==> src/rtl/brk_wake_pkg.sv <==
package brk_wake_pkg;

    typedef enum logic [1:0] {
        WK_DISARMED  = 2'd0,
        WK_WAIT_FALL = 2'd1,
        WK_WAIT_RISE = 2'd2
    } wk_state_e;

    typedef struct packed {
        logic rise;
        logic fall;
    } wk_edge_t;

    typedef struct packed {
        logic set_req;
        logic clr_req;
    } wk_arm_cmd_t;

    function automatic wk_edge_t wk_find_edges(input logic now_lvl, input logic prev_lvl);
        wk_edge_t e;
        e.rise = now_lvl & ~prev_lvl;
        e.fall = ~now_lvl & prev_lvl;
        return e;
    endfunction

    function automatic wk_state_e wk_next(input wk_state_e cur,
                                          input wk_arm_cmd_t cmd,
                                          input wk_edge_t e);
        wk_state_e nxt;
        nxt = cur;
        if (cmd.clr_req) begin
            nxt = WK_DISARMED;
        end else begin
            case (cur)
                WK_DISARMED:  if (cmd.set_req) nxt = WK_WAIT_FALL;
                WK_WAIT_FALL: if (e.fall)      nxt = WK_WAIT_RISE;
                WK_WAIT_RISE: if (e.rise)      nxt = WK_DISARMED;
                default:                       nxt = WK_DISARMED;
            endcase
        end
        return nxt;
    endfunction

endpackage

==> src/rtl/wk_edge_detect.sv <==
module wk_edge_detect
    import brk_wake_pkg::*;
#(
    parameter logic IDLE_LEVEL = 1'b1
) (
    input  logic     clk,
    input  logic     rst,
    input  logic     line_in,
    output logic     prev_lvl,
    output wk_edge_t edges
);

    always_ff @(posedge clk) begin
        if (rst) begin
            prev_lvl <= IDLE_LEVEL;
        end else begin
            prev_lvl <= line_in;
        end
    end

    always_comb begin
        edges = wk_find_edges(line_in, prev_lvl);
    end

endmodule

==> src/rtl/wk_arm_fsm.sv <==
module wk_arm_fsm
    import brk_wake_pkg::*;
(
    input  logic        clk,
    input  logic        rst,
    input  wk_arm_cmd_t cmd,
    input  wk_edge_t    edges,
    output wk_state_e   state,
    output logic        wake_evt
);

    wk_state_e state_nxt;

    always_comb begin
        state_nxt = wk_next(state, cmd, edges);
        wake_evt  = (state == WK_WAIT_FALL) && edges.fall && !cmd.clr_req;
    end

    always_ff @(posedge clk) begin
        if (rst) begin
            state <= WK_DISARMED;
        end else begin
            state <= state_nxt;
        end
    end

endmodule

==> src/rtl/wk_irq_flag.sv <==
module wk_irq_flag (
    input  logic clk,
    input  logic rst,
    input  logic set_evt,
    input  logic clr_evt,
    output logic flag
);

    always_ff @(posedge clk) begin
        if (rst) begin
            flag <= 1'b0;
        end else if (set_evt) begin
            flag <= 1'b1;
        end else if (clr_evt) begin
            flag <= 1'b0;
        end
    end

endmodule

==> src/rtl/brk_wake_monitor.sv <==
module brk_wake_monitor
    import brk_wake_pkg::*;
#(
    parameter logic IDLE_LEVEL = 1'b1
) (
    input  logic clk,
    input  logic rst,
    input  logic rx_sync,
    input  logic arm_wr,
    input  logic arm_val,
    input  logic rd_stb,
    output logic wake_irq,
    output logic armed,
    output logic rx_inhibit
);

    wk_edge_t    edges;
    logic        rx_prev;
    wk_arm_cmd_t cmd;
    wk_state_e   state;
    logic        wake_evt;

    always_comb begin
        cmd.set_req = arm_wr & arm_val;
        cmd.clr_req = arm_wr & ~arm_val;
    end

    wk_edge_detect #(.IDLE_LEVEL(IDLE_LEVEL)) u_edge (
        .clk      (clk),
        .rst      (rst),
        .line_in  (rx_sync),
        .prev_lvl (rx_prev),
        .edges    (edges)
    );

    wk_arm_fsm u_fsm (
        .clk      (clk),
        .rst      (rst),
        .cmd      (cmd),
        .edges    (edges),
        .state    (state),
        .wake_evt (wake_evt)
    );

    wk_irq_flag u_flag (
        .clk     (clk),
        .rst     (rst),
        .set_evt (wake_evt),
        .clr_evt (rd_stb),
        .flag    (wake_irq)
    );

    assign armed      = (state != WK_DISARMED);
    assign rx_inhibit = armed;

endmodule

==> config.mk <==
export PLATFORM = sky130hd
export DESIGN_NAME = brk_wake_monitor
export DESIGN_NICKNAME = d
export VERILOG_FILES = /design/src/rtl/brk_wake_pkg.sv /design/src/rtl/wk_edge_detect.sv /design/src/rtl/wk_arm_fsm.sv /design/src/rtl/wk_irq_flag.sv /design/src/rtl/brk_wake_monitor.sv
export SDC_FILE = /design/constraint.sdc
export NUM_CORES = 1
export LEC_CHECK = 0
export CAP_MARGIN = 20
export CORE_AREA = 2 2 39 41
export CTS_CLUSTER_SIZE = 40
export DETAILED_ROUTE_END_ITERATION = 16
export DIE_AREA = 0 0 41 43
export SYNTH_ARGS = -nofsm -noshare
export SYNTH_HDL_FRONTEND = slang
export SYNTH_SLANG_ARGS = --single-unit
==> constraint.sdc <==
create_clock -name clk -period 2.1 [get_ports clk]
set_clock_uncertainty 0.15 [all_clocks]
set_input_delay 0.42 -clock clk [delete_from_list [all_inputs] [get_ports clk]]
set_output_delay 0.42 -clock clk [all_outputs]
set_load 0.01 [all_outputs]
==> impl_summary.log <==
INFO  metric synth.largest_area_cell = sky130_fd_sc_hd__dfxtp_1
INFO  metric hold_path_depth = 2
INFO  metric path_depth = 2
INFO  metric post_cts.repair.setup_buffers = 0
INFO  metric worstPathRequired = 1.53 ns
INFO  metric synth_top_area_share = 45.7%
INFO  metric hold-worst-slack = 0.309 ns
INFO  metric setup_ws = 0.237 ns
INFO  metric final_layout_size_suffix_gt1_share = 13.8%
INFO  metric drtAntennaViolNets = 0
INFO  metric regToRegSetupSlack = 1.07 ns
INFO  metric fillCellCount = 160
INFO  metric critical_path.reg2reg.endpoint = u_fsm.state[0]
INFO  metric postRouteWirelength = 372 um
INFO  metric grt_max_degree = 6
INFO  metric cts_htree_levels = 1
INFO  metric drt-pass1-iter-count = 2
INFO  metric gp_routability_congestion = 0.557
INFO  metric grt-ovfl-total = 0
INFO  metric timing_worst_slew_pin_value = 0.238 ns
INFO  metric cts.clk_slew.worst_paths = 0.04 ns
INFO  metric max_freq = 537 MHz
INFO  metric status = completed
INFO  metric post_cts_hold_buffer_count = 0
INFO  metric min-delay-path-class = reg -> reg
INFO  metric worstSkewPairLatency = 0.24 ns
INFO  metric synth.distinct_cells = 13
INFO  metric initial_utilization = 12.7%
INFO  metric cellPowerDensity = 734 nW/um2
INFO  metric crit_start = u_fsm.state[0]
INFO  metric pin_count = 9
INFO  metric power.ir.vdd_worst = 0.142 mV
INFO  metric grt_pass1_wl = 607 um
INFO  metric vias_in_the_first_global_route = 175
INFO  metric detailed_placer_s_ending_hpwl = 281 um
INFO  metric worst-r2r-cell-count = 2
INFO  metric cts_num_sinks = 4
INFO  metric yosys_warnings = 0
INFO  metric clock_path_buffers = 2
INFO  metric floorplan.die.width = 41 um
INFO  metric critical_path.startpoint_type = flop
INFO  metric chipHeight = 43 um
INFO  metric crit_path_end_kind = output port
INFO  metric finalHoldViolations = 0
INFO  metric kind_of_critical_path = reg -> out
INFO  metric critical_path_at = 1.29 ns
INFO  metric finalNetCount = 37
INFO  metric final_core_util = 21.0%
INFO  metric yosys_register_bits = 4
INFO  metric cp_top_family = buffers and inverters
INFO  metric timing.final.max_slew_violations = 0
INFO  metric dpl_worst_slack = 0.481 ns
INFO  metric placed_area = 268 um2
INFO  metric stdcell_area = 290 um2
INFO  metric syn_area = 175 um2
INFO  metric vias = 165
INFO  metric slew_headroom = 84.1%
INFO  metric power = 0.213 mW
INFO  metric n_antenna_cell = 0
INFO  metric first_iter_violations = 1
INFO  metric path_buf_inv = 1
INFO  metric syn_inst = 19
INFO  metric cts_tree = done
INFO  metric port-buffer-count = 8
INFO  metric die_footprint = 1760 um2
INFO  metric timing.final.crit_share = 88.7%
INFO  metric cap_violations = 0
INFO  metric post-route-drc-count = 0
INFO  metric wire_per_inst = 8.27 um
INFO  metric fp-row-count = 14
INFO  metric rsz0062_at_grt = false
INFO  metric cts-resized-gates = 0
INFO  metric setup.worst_path.end = armed
INFO  metric yosys-top-cells-area = sky130_fd_sc_hd__dfxtp_1 46%, sky130_fd_sc_hd__a2111oi_2 8.6%, sky130_fd_sc_hd__nand3b_1 8.6%, sky130_fd_sc_hd__or2_1 7.1%, sky130_fd_sc_hd__a21o_1 4.3%
INFO  metric cp_cell_sequence = or2_1 -> clkdlybuf4s50_1
INFO  metric timing.critical_path.slowest_stage_cell = sky130_fd_sc_hd__clkdlybuf4s50_1
INFO  metric syn_to_final_growth = 65.7%
INFO  metric final-instance-count-excl-fill = 45
INFO  metric synthesis.area_per_instance = 9.22 um2
INFO  metric part_of_the_yosys_area_used_for_sequential_elements = 45.7%
INFO  metric route.detailed.vias_per_inst = 3.67
INFO  metric grt_util_all_layers = 6.21%
INFO  metric grt_antenna_before_repair = 0
INFO  metric worst-path-max-fanout = 5
INFO  metric post_place_cells = 42
INFO  metric setup-violations-final = 0
INFO  metric clk_root_buffer_cell = sky130_fd_sc_hd__clkbuf_4
INFO  metric cpPeakStageDelay = 0.48 ns
INFO  metric setup_total_negative_slack = 0 ns
INFO  metric cts-buffers-inserted = 3
INFO  metric floorplan.core_area = 1380 um2
INFO  metric total_leakage_power = 0.105 nW
INFO  metric layout_min_cycle_time = 1.86 ns
INFO  metric syn_nets = 25
INFO  metric worstReg2RegStart = u_edge.prev_lvl
==> worst min-delay path: stages, from the launching register on <==
cell	delay [ns]
sky130_fd_sc_hd__dfxtp_1	0.30
sky130_fd_sc_hd__nand2_1	0.05
sky130_fd_sc_hd__o21ai_1	0.05
==> flip-flops by register name, indices dropped and copies added (netlist names) <==
register	flops
u_edge.prev_lvl	1
u_fsm.state	2
u_flag.flag	1
==> logic make-up after synthesis <==
logic type / synth area share (%)
and+or+nand+nor: 29.3
DFF: 45.7
AOI/OAI and AO/OA: 18.6
buffers and inverters: 6.43
==> cell usage after synthesis, drive strengths merged <==
master,number
nand3b,2
o21ai,1
nand2b,1
clkinv,1
nand2,1
buf,1
nor2b,1
a2111oi,1
nor2,2
a21oi,1
dfxtp,4
or2,2
a21o,1
==> cell usage in the layout, fill, tap and decap left out, types with 2 or more instances in the layout <==
cell type,instances
sky130_fd_sc_hd__clkdlybuf4s50_1,8
sky130_fd_sc_hd__dfxtp_1,4
sky130_fd_sc_hd__clkbuf_4,3
sky130_fd_sc_hd__or2_1,2
sky130_fd_sc_hd__nand3b_1,2
sky130_fd_sc_hd__nor2_1,2
==> metal layers <==
metal | GRT usage [%] | share of wire, % | up-vias
li1 | - | - | 86
met1 | 3.83 | 40 | 71
met2 | 8.13 | 46 | 6
met3 | 7.85 | 10 | 2
met4 | 6.00 | 3.0 | 0
met5 | 0 | 0 | -
==> worst min-delay path by stage <==
stage                    from              to  slack, ns
6_report          u_flag.flag     u_flag.flag       0.31
5_1_grt           u_flag.flag     u_flag.flag       0.33
3_5_place_dp      u_flag.flag     u_flag.flag       0.30
4_1_cts           u_flag.flag     u_flag.flag       0.31
3_3_place_gp      u_flag.flag     u_flag.flag       0.30
2_1_floorplan  u_fsm.state[1]  u_fsm.state[0]       0.30
==> final cells by class <==
cell class                 count  area [um2]  share of cell area (%)
sequential                     4        80.1                    27.6
clock buffer                   3        22.5                    7.76
inverter                       1        3.75                    1.29
timing repair buffer           8        80.1                    27.6
multi-input combinational     13        83.8                    28.9
tap                           16        20.0                    6.90
==> power by group <==
| part | internal [mW] | switching, mW | leakage, nW |
|---|---|---|---|
| Combinational | 0.0214 | 0.0112 | 0.0584 |
| Clock | 0.0640 | 0.0333 | 0.0138 |
| Sequential | 0.0802 | 0.00310 | 0.0329 |
| Total | 0.166 | 0.0476 | 0.105 |
Power figures use the tool's default switching activity.
